==> config.mk <==
export PLATFORM = sky130hd
export DESIGN_NAME = mdio_master
export DESIGN_NICKNAME = d
export VERILOG_FILES = /design/src/rtl/mdio_pkg.sv /design/src/rtl/mdio_clkgen.sv /design/src/rtl/mdio_frame_seq.sv /design/src/rtl/mdio_master.sv
export SDC_FILE = /design/constraint.sdc
export NUM_CORES = 1
export LEC_CHECK = 0
export ABC_AREA = 1
export BUFFER_PORTS_ARGS = -buffer_cell sky130_fd_sc_hd__buf_2
export CORE_AREA = 3 3 175 92
export DETAILED_ROUTE_END_ITERATION = 10
export DIE_AREA = 0 0 178 95
export PLACE_DENSITY = 0.51
export SYNTH_ARGS = -nofsm -noshare
export SYNTH_HDL_FRONTEND = slang
export SYNTH_SLANG_ARGS = --single-unit
==> constraint.sdc <==
create_clock -name clk -period 4.1 [get_ports clk]
set_input_delay 0.82 -clock clk [delete_from_list [all_inputs] [get_ports clk]]
set_output_delay 0.82 -clock clk [all_outputs]
set_load 0.05 [all_outputs]
==> src/rtl/mdio_pkg.sv <==
package mdio_pkg;
  localparam logic [1:0] ADDR_CTRL = 2'd0;
  localparam logic [1:0] ADDR_ACC  = 2'd1;
  localparam logic [1:0] ADDR_LINK = 2'd2;

  localparam int ACC_GO  = 31;
  localparam int ACC_WR  = 30;
  localparam int ACC_ACK = 29;
  localparam int CTL_IDLE = 31;
  localparam int CTL_EN   = 30;

  localparam int ADDR_W = 5;
  localparam int DATA_W = 16;
  localparam int NPHY   = 1 << ADDR_W;
endpackage

==> src/rtl/mdio_clkgen.sv <==
module mdio_clkgen #(
  parameter int DIV_W = 8
) (
  input  logic             clk,
  input  logic             rst_n,
  input  logic             en,
  input  logic [DIV_W-1:0] div,
  output logic             mdc,
  output logic             rise_tick,
  output logic             fall_tick
);
  logic [DIV_W-1:0] cnt;
  logic tick;

  assign tick      = en && (cnt >= div);
  assign rise_tick = tick && !mdc;
  assign fall_tick = tick && mdc;

  always_ff @(posedge clk or negedge rst_n) begin
    if (!rst_n) begin
      cnt <= '0;
      mdc <= 1'b0;
    end else if (!en) begin
      cnt <= '0;
      mdc <= 1'b0;
    end else if (tick) begin
      cnt <= '0;
      mdc <= ~mdc;
    end else begin
      cnt <= cnt + 1'b1;
    end
  end


  mdc_hold_chk: assert property (@(posedge clk) disable iff (!rst_n)
    (en && !tick) |=> $stable(mdc));

  mdc_off_chk: assert property (@(posedge clk) disable iff (!rst_n)
    !en |=> !mdc);
endmodule

==> src/rtl/mdio_frame_seq.sv <==
module mdio_frame_seq
  import mdio_pkg::*;
#(
  parameter int PRE_LEN = 32
) (
  input  logic              clk,
  input  logic              rst_n,
  input  logic              start,
  input  logic              rise_tick,
  input  logic              fall_tick,
  input  logic              wr,
  input  logic [ADDR_W-1:0] phy,
  input  logic [ADDR_W-1:0] regad,
  input  logic [DATA_W-1:0] wdata,
  input  logic              mdio_in,
  output logic              mdio_out,
  output logic              mdio_oe,
  output logic              done,
  output logic              ack,
  output logic [DATA_W-1:0] rdata
);
  localparam int FRAME_LEN = PRE_LEN + 4 + 2*ADDR_W + 2 + DATA_W;
  localparam int SLOT_W    = $clog2(FRAME_LEN);
  localparam int TA1       = PRE_LEN + 4 + 2*ADDR_W;
  localparam int TA2       = TA1 + 1;
  localparam int D0        = TA1 + 2;
  localparam int LAST      = FRAME_LEN - 1;

  logic              armed, run;
  logic [SLOT_W-1:0] cur;
  logic [FRAME_LEN-1:0] frame;

  assign frame = {{PRE_LEN{1'b1}}, 2'b01, (wr ? 2'b01 : 2'b10), phy, regad,
                  2'b10, (wr ? wdata : {DATA_W{1'b1}})};

  assign mdio_oe  = run && (wr || (int'(cur) < TA1));
  assign mdio_out = run ? frame[LAST - int'(cur)] : 1'b1;

  always_ff @(posedge clk or negedge rst_n) begin
    if (!rst_n) begin
      armed <= 1'b0;
      run   <= 1'b0;
      cur   <= '0;
      done  <= 1'b0;
      ack   <= 1'b0;
      rdata <= '0;
    end else begin
      done <= 1'b0;
      if (start) begin
        armed <= 1'b1;
        ack   <= 1'b0;
      end else if (fall_tick) begin
        if (armed) begin
          armed <= 1'b0;
          run   <= 1'b1;
          cur   <= '0;
        end else if (run) begin
          if (cur == SLOT_W'(LAST)) begin
            run  <= 1'b0;
            done <= 1'b1;
          end else begin
            cur <= cur + 1'b1;
          end
        end
      end
      if (rise_tick && run && !wr) begin
        if (cur == SLOT_W'(TA2)) ack <= !mdio_in;
        if (int'(cur) >= D0)     rdata <= {rdata[DATA_W-2:0], mdio_in};
      end
    end
  end


  slot_hold_chk: assert property (@(posedge clk) disable iff (!rst_n)
    (run && !fall_tick) |=> $stable(cur));

  done_pulse_chk: assert property (@(posedge clk) disable iff (!rst_n)
    done |=> !done);
endmodule

==> src/rtl/mdio_master.sv <==
module mdio_master
  import mdio_pkg::*;
#(
  parameter int DIV_W   = 8,
  parameter int PRE_LEN = 32
) (
  input  logic        clk,
  input  logic        rst_n,
  input  logic        reg_wr,
  input  logic [1:0]  reg_addr,
  input  logic [31:0] reg_wdata,
  input  logic [1:0]  rd_addr,
  output logic [31:0] rd_data,
  input  logic [31:0] link_in,
  output logic        mdc,
  output logic        mdio_out,
  output logic        mdio_oe,
  input  logic        mdio_in
);
  logic              en;
  logic [DIV_W-1:0]  div;
  logic              go, wr_f, ack_f;
  logic [ADDR_W-1:0] phy_f, reg_f;
  logic [DATA_W-1:0] data_f;
  logic [NPHY-1:0]   link_q;
  logic              rise_tick, fall_tick, start;
  logic              seq_done, seq_ack;
  logic [DATA_W-1:0] seq_rdata;

  assign start = reg_wr && (reg_addr == ADDR_ACC) && !go && reg_wdata[ACC_GO];

  mdio_clkgen #(.DIV_W(DIV_W)) u_clk (
    .clk(clk), .rst_n(rst_n), .en(en), .div(div),
    .mdc(mdc), .rise_tick(rise_tick), .fall_tick(fall_tick)
  );

  mdio_frame_seq #(.PRE_LEN(PRE_LEN)) u_seq (
    .clk(clk), .rst_n(rst_n), .start(start),
    .rise_tick(rise_tick), .fall_tick(fall_tick),
    .wr(wr_f), .phy(phy_f), .regad(reg_f), .wdata(data_f),
    .mdio_in(mdio_in), .mdio_out(mdio_out), .mdio_oe(mdio_oe),
    .done(seq_done), .ack(seq_ack), .rdata(seq_rdata)
  );

  always_ff @(posedge clk or negedge rst_n) begin
    if (!rst_n) begin
      en     <= 1'b0;
      div    <= '0;
      go     <= 1'b0;
      wr_f   <= 1'b0;
      ack_f  <= 1'b0;
      phy_f  <= '0;
      reg_f  <= '0;
      data_f <= '0;
      link_q <= '0;
    end else begin
      link_q <= link_in;
      if (reg_wr && reg_addr == ADDR_CTRL) begin
        en  <= reg_wdata[CTL_EN];
        div <= reg_wdata[DIV_W-1:0];
      end
      if (reg_wr && reg_addr == ADDR_ACC && !go) begin
        wr_f   <= reg_wdata[ACC_WR];
        reg_f  <= reg_wdata[25:21];
        phy_f  <= reg_wdata[20:16];
        data_f <= reg_wdata[15:0];
        if (reg_wdata[ACC_GO]) begin
          go    <= 1'b1;
          ack_f <= 1'b0;
        end
      end
      if (seq_done) begin
        go <= 1'b0;
        if (!wr_f) begin
          data_f <= seq_rdata;
          ack_f  <= seq_ack;
        end
      end
    end
  end

  always_comb begin
    rd_data = '0;
    case (rd_addr)
      ADDR_CTRL: begin
        rd_data[CTL_IDLE]    = !go;
        rd_data[CTL_EN]      = en;
        rd_data[DIV_W-1:0]   = div;
      end
      ADDR_ACC:  rd_data = {go, wr_f, ack_f, 3'b000, reg_f, phy_f, data_f};
      ADDR_LINK: rd_data = link_q;
      default:   rd_data = '0;
    endcase
  end


  go_clear_chk: assert property (@(posedge clk) disable iff (!rst_n)
    $fell(go) |-> $past(seq_done));

  busy_lock_chk: assert property (@(posedge clk) disable iff (!rst_n)
    (go && !seq_done) |=> ($stable(wr_f) && $stable(phy_f) && $stable(reg_f)));

  ack_write_chk: assert property (@(posedge clk) disable iff (!rst_n)
    (go && wr_f) |-> !ack_f);

  oe_busy_chk: assert property (@(posedge clk) disable iff (!rst_n)
    mdio_oe |-> go);
endmodule

Yosys cells after proc, flatten, opt, wreduce, memory -nomap -nowiden
Index checks and enable logic that the tools add are counted.
W data, S select, Z words.
- register bits after elaboration: 105
- bits of input ports: 72
- output and inout port bits: 35
- add/subtract/negate cells: 3
- $lt $le $gt $ge: 4
- eq/ne operators: 7
- muxes and demuxes: 39
- bitwise operators: 2
- reductions and logical operators: 25
- operators with widths (kind ; number):
    $mux W16 ; 4
    $pmux W22 S2 ; 1
    $lt A32 B8 Y1 const B ; 1
    $mux W1 ; 25
    $pmux W8 S3 ; 1
    $mux W6 ; 3
    $mux W8 ; 2
    $eq A6 B6 Y1 const B ; 2
    $logic_and A1 B1 Y1 ; 10
    $add A8 B1 Y8 const B ; 1
    $ge A8 B8 Y1 ; 1
    $reduce_bool A2 Y1 ; 4
    $sub A6 B6 Y7 const A ; 1
    $add A6 B1 Y6 const B ; 1
    $bmux W1 S6 ; 1
    $ge A6 B6 Y1 const B ; 1
    $lt A6 B6 Y1 const B ; 1
    $pmux W2 S3 ; 1
    $reduce_and A2 Y1 ; 3
    $eq A2 B1 Y1 const B ; 2
    $logic_not A1 Y1 ; 4
    $logic_not A2 Y1 ; 2
    $ne A2 B1 Y1 const B ; 2
    $reduce_and A4 Y1 ; 1
    4 further kinds ; 5

Depth between registers and ports, before layout
Gate-level depths: netlist of run 1.
- depth in word-level cells: 7
- gate-level depth with buffers: 14
- gate-level depth less buffers: 13

By module
Synthesis of run 1 repeated with hierarchy kept, for this count alone.
- cells, all modules: 668
- area, all modules: 5301.3 µm²
- by module, submodules not included (module ; instances ; cells an instance ; area an instance (µm²) ; seq. area each (µm²)):
    mdio_master ; 1 ; 395 ; 3158.0 ; 1751.7
    mdio_frame_seq ; 1 ; 189 ; 1485.2 ; 650.6
    mdio_clkgen ; 1 ; 84 ; 658.1 ; 225.2

Worst setup path after synthesis of run 1
OpenSTA, ideal clock, no wires.
- path kind: input -> output
- start: input rd_addr[1]
- end: output rd_data[11]
- arrival time: 2440 ps
- data required time: 3280 ps
- slack: 840 ps
- cell stages on the path: 6
- buffers on the path: 2
- cells stage by stage: inv_1 ha_1 clkbuf_1 clkbuf_1 nand2_1 a21oi_1
- cells in the longest elaborated chain, start to end: 2
- elaborated cells between the ends (all ways): 3
- classes of those cells: 2 x eq/ne; 1 x mux
- ends and longest elaborated chain (what ; RTL line ; source):
    start: declaration ; mdio_master.sv:12 ; input logic [1:0] rd_addr,
    $eq A2 B2 Y1 or $eq A2 B1 Y1 (tied branches) ; mdio_master.sv:84 ; case (rd_addr)
    $pmux W22 S2 * ; mdio_master.sv:84 ;
    end: declaration ; mdio_master.sv:13 ; output logic [31:0] rd_data,
Mark *: on every way between the ends. The rest lies on a longest branch, timed or not.

Final worst setup path of run 1
- start: input rd_addr[0]
- end: output rd_data[16]
The elaborated chain is that of the path after synthesis.

==> results of run 1 <==
[registers in the layout, indices dropped and copies added, names as in the netlist, 5 cells and up]
name,cells
div,8
u_seq.rdata,16
u_seq.cur,6
data_f,16
phy_f,5
reg_f,5
link_q,32
u_clk.cnt,8
[final timing paths]
kind                                           from                  endpoint  slack, ns
hold / removal                 u_seq.done$_DFF_PN0_            go$_DFFE_PN0P_       0.46
setup / recovery                         rd_addr[0]               rd_data[16]       0.78
setup reg to reg           u_seq.cur[1]$_DFFE_PN0P_  u_seq.cur[0]$_DFFE_PN0P_       2.13
hold reg to reg                u_seq.done$_DFF_PN0_            go$_DFFE_PN0P_       0.46
min in group asynchronous                     rst_n        div[6]$_DFFE_PN0P_       0.60
max in group asynchronous                     rst_n      link_q[22]$_DFF_PN0_       2.66
[cells in the final DEF, fill, tap and decap left out]
| cell | instances |
|---|---|
| clkinvlp_4 | 1 |
| buf_2 | 101 |
| nor2_2 | 2 |
| o21ai_1 | 7 |
| a21oi_1 | 35 |
| bufinv_16 | 1 |
| clkbuf_8 | 1 |
| nand3b_1 | 2 |
| nand4_2 | 2 |
| nor2_4 | 2 |
| a21o_1 | 1 |
| buf_12 | 1 |
| nand2_2 | 1 |
| clkinv_2 | 1 |
| nand2_1 | 246 |
| o211ai_1 | 1 |
| clkbuf_1 | 1 |
| inv_1 | 47 |
| nor3b_1 | 1 |
| o22ai_1 | 1 |
| clkbuf_16 | 9 |
| nand4_4 | 1 |
| xor2_1 | 2 |
| o21ai_0 | 14 |
| clkinv_1 | 2 |
| a31oi_1 | 19 |
| nor2_1 | 45 |
| ha_1 | 14 |
| nor3_4 | 1 |
| inv_2 | 4 |
| nor3_1 | 1 |
| nand3_2 | 2 |
| mux2_2 | 1 |
| nand3_1 | 45 |
| nand4_1 | 2 |
| dfrtp_1 | 105 |
| a211oi_1 | 1 |
| buf_4 | 6 |
[Yosys cell counts, drive strengths merged]
library cell  number
nand2            247
mux2               1
a31oi             19
clkbuf            15
a21o               1
ha                14
nor3b              1
clkinv             2
nand4              5
o21ai             21
inv               51
nand3b             2
dfrtp            105
a21oi             35
buf               12
o22ai              1
nor2              49
nor3               2
xor2               2
nand3             47
a211oi             1
o211ai             1
[cell families after synthesis]
kind of cell	after synthesis	synth area share, %
simple gates	353	29.2
flops	105	51.8
compound gates	79	8.44
buf+inv	80	6.47
mux	1	0.222
xor+xnor	2	0.346
fa+ha+maj	14	3.46
[power by group through the flow]
stage	Clock (W)	Combinational [W]	Sequential [W]
floorplan	0	0.000175	0.00111
global placement	0	0.000284	0.00111
detailed placement	0	0.000286	0.00111
CTS	0.000875	0.000288	0.00109
global route	0.000916	0.000315	0.00110
finish	0.000847	0.000282	0.00109
[metal layers]
metal,wire length (um),GRT usage (%)
met5,0,0
met4,81,2.74
met3,580,3.33
met2,5650,25.0
met1,7030,24.1
[per-stage QoR]
| stage | hold slack (ns) | power [W] | instances |
|---|---|---|---|
| 2_1_floorplan | 0.422 | 0.00128 | 634 |
| 4_1_cts | 0.465 | 0.00226 | 927 |
| 3_5_place_dp | 0.450 | 0.00140 | 913 |
| 6_report | 0.465 | 0.00222 | 927 |
| 3_3_place_gp | 0.447 | 0.00140 | 913 |
| 5_1_grt | 0.480 | 0.00233 | 927 |
[critical path, cell delays in order]
cell,delay (ns)
buf_2,0.10
inv_1,0.06
ha_1,0.35
clkinv_1,0.51
a21oi_1,0.34
buf_2,0.31
[cell type report]
type	instances	area, um^2	area share (%)
Sequential cell	105	2630	43.5
Multi-Input combinational cell	449	2110	35.0
Timing Repair Buffer	108	571	9.44
Tap cell	198	248	4.10
Clock buffer	11	243	4.02
Inverter	53	199	3.29
Clock inverter	3	42.5	0.704
==> flow_metrics.env, run 1 <==
export IMPL_ys_seq_area_share_pct=51.8
export IMPL_num_vias=4332
export IMPL_cts_setup_buffers=0
export IMPL_yosysTopAreaCellShare_pct=51.8
export IMPL_cts_root_buffer="clkbuf_16"
export IMPL_rsz0062_at_grt="no"
export IMPL_critical_path_class="in2out"
export IMPL_numCtsBuffers=9
export IMPL_core_area_um2=14500
export IMPL_pre_cts_ws_ns=0.775
export IMPL_hpwl_um=9690
export IMPL_drc=0
export IMPL_crit_required_ns=3.28
export IMPL_clk_pin_slew_ns=0.06
export IMPL_antenna_found_initial=0
export IMPL_fin_skew_ns=0.00652
export IMPL_dieWidth_um=178
export IMPL_power_switching_w=0.000587
export IMPL_ctsHoldBuffers=0
export IMPL_dieArea_um2=16900
export IMPL_seqPwrFrac_pct=49.2
export IMPL_maxCapViolations=0
export IMPL_grt_max_degree=67
export IMPL_syn_inst=634
export IMPL_io_pins=107
export IMPL_rr_worst_depth=9
export IMPL_start_util_pct=35.0
export IMPL_row_count=31
export IMPL_synth_nets=720
export IMPL_pwr_share_comb_pct=12.7
export IMPL_fmaxAchievable_mhz=301
export IMPL_die_h_um=95
export IMPL_syn2layout_area_growth_pct=19.2
export IMPL_maxSlewViolCount=0
export IMPL_vdd_drop_max_mv=0.196
export IMPL_final_setup_viol_count=0
export IMPL_post_dp_cell_area_um2=5760
export IMPL_drive_gt1_share_pct=18.8
export IMPL_cts_sinks=105
export IMPL_min_path_cells=1
export IMPL_status="finished, final reports clean"
export IMPL_grt_remaining_overflow=0
export IMPL_place_congestion=0.817
export IMPL_drt_iter0_drc=209
export IMPL_leakagePower_nw=3.22
export IMPL_cts_tree="built"
export IMPL_end_kind="output pin"
export IMPL_fillCellCount=1532
export IMPL_synth_area_um2=5070
export IMPL_track_usage_pct=16.3
export IMPL_fin_crit_sh_pct=80.9
export IMPL_first_global_vias=4164
export IMPL_insertion_delay_ns=0.34
export IMPL_min_path_type="reg2reg"
export IMPL_nets=812
export IMPL_ys_top_cells_by_area="dfrtp_1 (52%), nand2_1 (18%), nand3_1 (4.4%)"
export IMPL_drt_wl_total_um=13300
export IMPL_tightest_slew_ns=1.08
export IMPL_avgViaCountPerCell=4.67
export IMPL_final_hold_violation_count=0
export IMPL_arrival_ns=2.50
export IMPL_ys_warnings_count=0
export IMPL_crit_fanout=19
export IMPL_synth_distinct_cells=34
export IMPL_period_minus_slack_ns=3.32
export IMPL_yosys_area_top_type="dfrtp_1"
export IMPL_ys_ff_latch=105
export IMPL_setup_ws_ns=0.782
export IMPL_utilization_pct=41.8
export IMPL_grt_pass1_wl_um=21700
export IMPL_switching_share_pct=26.4
export IMPL_cts_resized_gates=0
export IMPL_antenna_cells=0
export IMPL_portBuffers=102
export IMPL_slew_headroom_pct=28.0
export IMPL_setup_tns_ns=0
export IMPL_start_kind="primary input"
export IMPL_cts_buffer_depth=2
export IMPL_clkPwrFrac_pct=38.1
export IMPL_wl_per_cell_um=14.4
export IMPL_powerDensity_nw_per_um2=368
export IMPL_ant_nets=0
export IMPL_avgSynthCellArea_um2=7.99
export IMPL_internal_power_w=0.00164
export IMPL_design_area_um2=6040
export IMPL_first_pass_iters=4
export IMPL_htree_levels=3
Power figures use the tool's default switching activity.
==> inputs of run 2 (changes only) <==
--- a/config.mk
+++ b/config.mk
@@ -5,12 +5,12 @@
 export SDC_FILE = /design/constraint.sdc
 export NUM_CORES = 1
 export LEC_CHECK = 0
-export ABC_AREA = 1
+export ABC_AREA = 0
 export BUFFER_PORTS_ARGS = -buffer_cell sky130_fd_sc_hd__buf_2
-export CORE_AREA = 3 3 175 92
+export CORE_AREA = 3 3 172 90
 export DETAILED_ROUTE_END_ITERATION = 10
-export DIE_AREA = 0 0 178 95
-export PLACE_DENSITY = 0.51
+export DIE_AREA = 0 0 175 93
+export PLACE_DENSITY = 0.52
 export SYNTH_ARGS = -nofsm -noshare
 export SYNTH_HDL_FRONTEND = slang
 export SYNTH_SLANG_ARGS = --single-unit
==> constraint.sdc (replaced) <==
create_clock -name clk -period 3.1 [get_ports clk]
set_input_delay 0.62 -clock clk [delete_from_list [all_inputs] [get_ports clk]]
set_output_delay 0.62 -clock clk [all_outputs]
set_load 0.05 [all_outputs]
==> flow_metrics.env, run 2 <==
export IMPL_final_setup_viol_count=0
export IMPL_first_global_vias=3806
export IMPL_critical_path_class="reg2out"
export IMPL_row_count=31
export IMPL_maxCapViolations=0
export IMPL_ys_warnings_count=0
export IMPL_vdd_drop_max_mv=0.260
export IMPL_htree_levels=3
export IMPL_fin_cells=727
export IMPL_fmaxAchievable_mhz=339
export IMPL_io_pins=107
export IMPL_rr_worst_depth=8
export IMPL_avgViaCountPerCell=5.10
export IMPL_synth_area_um2=4910
export IMPL_dp_cells=711
export IMPL_end_kind="output pin"
export IMPL_drive_gt1_share_pct=32.9
export IMPL_numCtsBuffers=9
export IMPL_r2r_start="u_clk.cnt[0]$_DFF_PN0_"
export IMPL_arrival_ns=2.33
export IMPL_grt_pass1_wl_um=20900
export IMPL_num_vias=3709
export IMPL_ys_async_sr_fraction_pct=100
export IMPL_fin_crit_sh_pct=95.1
export IMPL_ant_nets=0
export IMPL_pre_cts_ws_ns=0.428
export IMPL_crit_required_ns=2.48
export IMPL_drt_wl_total_um=13000
export IMPL_registers_top_by_ff_count="link_q"
export IMPL_clk_pin_slew_ns=0.08
export IMPL_cts_tree="built"
export IMPL_die_h_um=93
export IMPL_cts_sinks=105
export IMPL_setup_tns_ns=0
export IMPL_timing_rr_end="u_seq.rdata[3]$_DFFE_PN0P_"
export IMPL_period_minus_slack_ns=2.95
export IMPL_synth_distinct_cells=48
export IMPL_largestRegisters="link_q: 32 flops, data_f: 16 flops, u_seq.rdata: 16 flops"
export IMPL_powerDensity_nw_per_um2=646
export IMPL_post_synth_top_count_cell="dfrtp_1"
export IMPL_insertion_delay_ns=0.36
export IMPL_tightest_slew_ns=0.763
export IMPL_startpoint="u_seq.cur[1]$_DFFE_PN0P_"
export IMPL_crit_fanout=8
export IMPL_ctsHoldBuffers=0
export IMPL_start_kind="flop"
export IMPL_wl_per_cell_um=17.9
export IMPL_final_hold_violation_count=0
export IMPL_yosys_area_top_type="dfrtp_1"
export IMPL_drt_iter0_drc=293
export IMPL_fillCellCount=1397
export IMPL_rsz0062_at_grt="no"
export IMPL_dieArea_um2=16300
export IMPL_cts_buffer_depth=2
export IMPL_syn2layout_area_growth_pct=21.8
export IMPL_synth_nets=510
export IMPL_first_pass_iters=6
export IMPL_synth_edf_count=0
export IMPL_multi_input_area_um2=2140
export IMPL_grt_remaining_overflow=0
export IMPL_ys_seq_area_share_pct=53.5
export IMPL_mostFrequentLayoutCell="dfrtp_1"
export IMPL_syn_inst=424
export IMPL_portBuffers=102
export IMPL_setup_ws_ns=0.153
export IMPL_dieWidth_um=175
export IMPL_yosys_most_used_dff="dfrtp_1"
export IMPL_core_area_um2=14200
export IMPL_status="finished, final reports clean"
export IMPL_ys_top_cells_by_area="dfrtp_1 (54%), mux2_2 (4.1%), mux2i_1 (3.9%)"
export IMPL_rrSetupSlack_ns=0.44
export IMPL_drc=0
export IMPL_regArea_um2=2630
export IMPL_maxSlewViolCount=0
export IMPL_leakagePower_nw=2.72
export IMPL_fin_skew_ns=0.0155
export IMPL_largest_reg_flops=32
export IMPL_start_util_pct=34.6
export IMPL_antenna_found_initial=0
export IMPL_grt_max_degree=44
export IMPL_antenna_cells=0
export IMPL_nets=610
export IMPL_track_usage_pct=16.6
export IMPL_crit_end="mdio_out"
export IMPL_slew_headroom_pct=48.7
export IMPL_ys_ff_latch=105
export IMPL_avgSynthCellArea_um2=11.6
export IMPL_yosysTopAreaCellShare_pct=53.5
export IMPL_hpwl_um=9540
export IMPL_final_cell_mix="dfrtp_1 (103), buf_2 (100), nand2_1 (36)"
export IMPL_synthTopCellsByCount="dfrtp_1 (105), nand2_1 (36), o21ai_0 (34)"
export IMPL_place_congestion=0.793
export IMPL_min_path_type="in2async"
export IMPL_cts_root_buffer="clkbuf_16"
## run 2: changes by cell type after synthesis, sizes merged, moves of 25 or more
cell	change
nand3	-39
mux2	+27
nor2	-25
nand2	-210
a21oi	-30
inv	-39
## run 2: metrics by stage
stage / total power (W) / area [um^2] / util [%] / hold slack, ns
2_1_floorplan: 0.00240 / 4910 / - / 0.324
3_3_place_gp: 0.00271 / 5670 / 39.9 / 0.416
5_1_grt: 0.00408 / 5980 / 42.1 / 0.296
6_report: 0.00386 / 5980 / 42.1 / 0.261
4_1_cts: 0.00389 / 5960 / 42.0 / 0.276
3_5_place_dp: 0.00273 / 5670 / 39.9 / 0.409
## run 2: routing by layer
metal | global-route usage [%] | vias to the layer above | share of wire (%)
met5 | 0 | - | 0
met4 | 4.31 | 0 | 0.94
met3 | 4.87 | 16 | 5.6
met2 | 23.0 | 101 | 40
met1 | 25.1 | 1863 | 53
li1 | - | 1729 | -
## run 2: how the worst min path moves through the flow
stage,end,slack [ns],cells past startpoint,start
2_1_floorplan,ack_f$_DFF_PN0_,0.32,0,rst_n
3_3_place_gp,go$_DFFE_PN0P_,0.42,1,u_seq.done$_DFF_PN0_
3_5_place_dp,go$_DFFE_PN0P_,0.41,1,u_seq.done$_DFF_PN0_
4_1_cts,link_q[22]$_DFF_PN0_,0.28,1,rst_n
5_1_grt,link_q[22]$_DFF_PN0_,0.30,1,rst_n
6_report,link_q[22]$_DFF_PN0_,0.26,1,rst_n
## run 2: power breakdown
group          leakage, nW  internal [W]  switching, W
registers             1.28       0.00161      0.000289
logic                 1.30      0.000362      0.000457
clock network        0.146      0.000572      0.000574
total                 2.72       0.00254       0.00132
## run 2: final cells by class
| type | count | share of cell area [%] |
|---|---|---|
| clock inverters | 7 | 1.19 |
| multi-input cells | 280 | 35.7 |
| well taps | 198 | 4.14 |
| repair buffers | 116 | 10.4 |
| inverters | 12 | 0.753 |
| flip-flops and latches | 105 | 44.0 |
| clock buffers | 9 | 3.77 |
## run 2: cell families after synthesis
| kind of cell | share of synthesized area (%) |
|---|---|
| AND/OR/NAND/NOR | 12.7 |
| flip-flops | 53.5 |
| adder cells (fa/ha/maj) | 3.57 |
| multiplexers | 13.8 |
| buffers and inverters | 3.47 |
| XOR/XNOR | 1.43 |
| AO/OA/AOI/OAI | 11.5 |
## run 2: repair_timing
action,in CTS,in global routing
resized for setup,0,6
hold endpoints to repair,0,0
setup buffers,0,0
endpoints found under the setup margin,0,1
## run 2: critical path: stages (launching register included)
cell	delay [ns]
dfrtp_2	0.41
buf_6	0.16
mux4_2	0.49
a2111oi_1	0.46
o311ai_1	0.19
clkbuf_4	0.26
==> inputs of run 3 (changes only) <==
--- a/config.mk
+++ b/config.mk
@@ -10,7 +10,6 @@
 export CORE_AREA = 3 3 172 90
 export DETAILED_ROUTE_END_ITERATION = 10
 export DIE_AREA = 0 0 175 93
-export PLACE_DENSITY = 0.52
 export SYNTH_ARGS = -nofsm -noshare
 export SYNTH_HDL_FRONTEND = slang
 export SYNTH_SLANG_ARGS = --single-unit
==> flow_metrics.env, run 3 (synthesized netlist as in run 2, its figures left out) <==
export IMPL_status="finished, final reports clean"
export IMPL_crit_chain="mux4_2, nor2b_1, nor4b_1, o311ai_1, buf_2"
export IMPL_ant_nets=0
export IMPL_power_switching_w=0.00128
export IMPL_clkPwrFrac_pct=33.2
export IMPL_vdd_drop_max_mv=0.310
export IMPL_crit_required_ns=2.48
export IMPL_fmaxAchievable_mhz=340
export IMPL_mostFrequentLayoutCell="dfrtp_1"
export IMPL_syn2layout_area_growth_pct=23.0
export IMPL_registers_top_by_ff_count="link_q"
export IMPL_setup_tns_ns=0
export IMPL_antenna_found_initial=0
export IMPL_slew_headroom_pct=52.5
export IMPL_grt_use_met3_pct=4.62
export IMPL_largest_reg_flops=32
export IMPL_cts_root_buffer="clkbuf_16"
export IMPL_dieWidth_um=175
export IMPL_fillCellCount=1375
export IMPL_min_path_type="in2async"
export IMPL_drive_gt1_share_pct=32.3
export IMPL_nets=607
export IMPL_num_vias=3719
export IMPL_hpwl_um=9470
export IMPL_use_met1_pct=24.3
export IMPL_maxSlewViolCount=0
export IMPL_fin_skew_ns=0.0130
export IMPL_insertion_delay_ns=0.36
export IMPL_drt_wl_total_um=12700
export IMPL_dieArea_um2=16300
export IMPL_core_area_um2=14200
export IMPL_final_hold_violation_count=0
export IMPL_maxCapViolations=0
export IMPL_cts_sinks=105
export IMPL_slowest_stage="mux4_2"
export IMPL_final_cell_mix="dfrtp_1 (103), buf_2 (100), nand2_1 (36)"
export IMPL_clk_pin_slew_ns=0.07
export IMPL_period_minus_slack_ns=2.94
export IMPL_first_global_vias=3731
export IMPL_grt_pass1_wl_um=20400
export IMPL_powerDensity_nw_per_um2=673
export IMPL_post_dp_cell_area_um2=5670
export IMPL_fin_cells=724
export IMPL_final_setup_viol_count=0
export IMPL_row_count=31
export IMPL_dp_cells=708
export IMPL_place_congestion=0.835
export IMPL_pre_cts_ws_ns=0.405
export IMPL_drt_iter0_drc=394
export IMPL_track_usage_pct=16.3
export IMPL_start_kind="flop"
export IMPL_numCtsBuffers=9
export IMPL_end_kind="output pin"
export IMPL_start_util_pct=34.6
export IMPL_tightest_slew_ns=0.707
export IMPL_first_pass_iters=5
export IMPL_rsz0062_at_grt="no"
export IMPL_antenna_cells=0
export IMPL_cts_setup_buffers=0
export IMPL_die_h_um=93
export IMPL_cts_tree="built"
export IMPL_timing_hold_ws_ns=0.214
export IMPL_critical_path_class="reg2out"
export IMPL_seqPwrFrac_pct=46.4
export IMPL_portBuffers=102
export IMPL_multi_input_area_um2=2130
export IMPL_fin_crit_sh_pct=94.8
export IMPL_grt_max_degree=46
export IMPL_wl_per_cell_um=17.6
export IMPL_grtUsageMet2_pct=23.2
export IMPL_io_pins=107
export IMPL_regArea_um2=2630
export IMPL_ctsHoldBuffers=0
export IMPL_leakagePower_nw=2.74
export IMPL_drc=0
export IMPL_grt_busiest_layer="met1"
export IMPL_arrival_ns=2.32
export IMPL_htree_levels=3
export IMPL_avgViaCountPerCell=5.14
export IMPL_pwr_share_comb_pct=20.4
export IMPL_crit_fanout=9
export IMPL_setup_ws_ns=0.161
export IMPL_grt_remaining_overflow=0
export IMPL_switching_share_pct=31.5
export IMPL_largestRegisters="link_q: 32 flops, data_f: 16 flops, u_seq.rdata: 16 flops"
export IMPL_design_area_um2=6040
export IMPL_cts_buffer_depth=2
export IMPL_internal_power_w=0.00278
export IMPL_slowest_delay_ns=0.54
[run 3: power by group through the flow]
stage          sequential (W)  clock (W)  combinational (W)
6_report              0.00188    0.00135           0.000828
5_1_grt               0.00192    0.00145           0.000919
4_1_cts               0.00188    0.00139           0.000837
3_5_place_dp          0.00190          0           0.000830
3_3_place_gp          0.00190          0           0.000806
2_1_floorplan         0.00177          0           0.000623
[run 3: path summary, 6_finish.rpt]
kind | start | to | slack [ns] | depth (start not counted)
worst max-delay path | u_seq.cur[1]$_DFFE_PN0P_ | mdio_out | 0.16 | 5
worst max register to register | u_clk.cnt[0]$_DFF_PN0_ | u_seq.rdata[5]$_DFFE_PN0P_ | 0.50 | 8
worst min register to register | u_seq.done$_DFF_PN0_ | go$_DFFE_PN0P_ | 0.45 | 1
min in group clk | link_in[5] | link_q[5]$_DFF_PN0_ | 0.36 | 1
worst min-delay path | rst_n | link_q[23]$_DFF_PN0_ | 0.21 | 1
max in group asynchronous | rst_n | u_seq.cur[0]$_DFFE_PN0P_ | 2.09 | 2
[run 3: per-stage QoR]
step / util, % / total power, W
floorplan: - / 0.00240
global route: 42.5 / 0.00429
detailed placement: 40.0 / 0.00273
CTS: 42.5 / 0.00410
global placement: 40.0 / 0.00271
finish: 42.5 / 0.00406
[run 3: area by class of cell]
class / instances / share of cell area, %
inverter: 12 / 0.746
sequential: 105 / 43.6
timing repair buffer: 113 / 10.3
tap: 198 / 4.10
clock buffer: 9 / 3.73
multi-input combinational: 280 / 35.3
clock inverter: 7 / 2.24
[run 3: metal layers]
metal	part of all wire [%]	vias up
met3	6.4	9
met2	42	134
met5	0	-
met1	51	1860
li1	-	1716
met4	0.88	0
[run 3: timing repair]
item / CTS / global route
resized for setup: 1 / 2
pin swaps: 0 / 0
hold endpoints to repair: 0 / 0
endpoints found under the setup margin: 1 / 1
[run 3: critical path: cells and delay by family, from the launching register on]
| family | cells | cell delay [ns] |
|---|---|---|
| AND/OR/NAND/NOR | 2 | 0.49 |
| buffers and inverters | 1 | 0.25 |
| multiplexers | 1 | 0.54 |
| AO/OA/AOI/OAI | 1 | 0.18 |
| flip-flops | 1 | 0.52 |
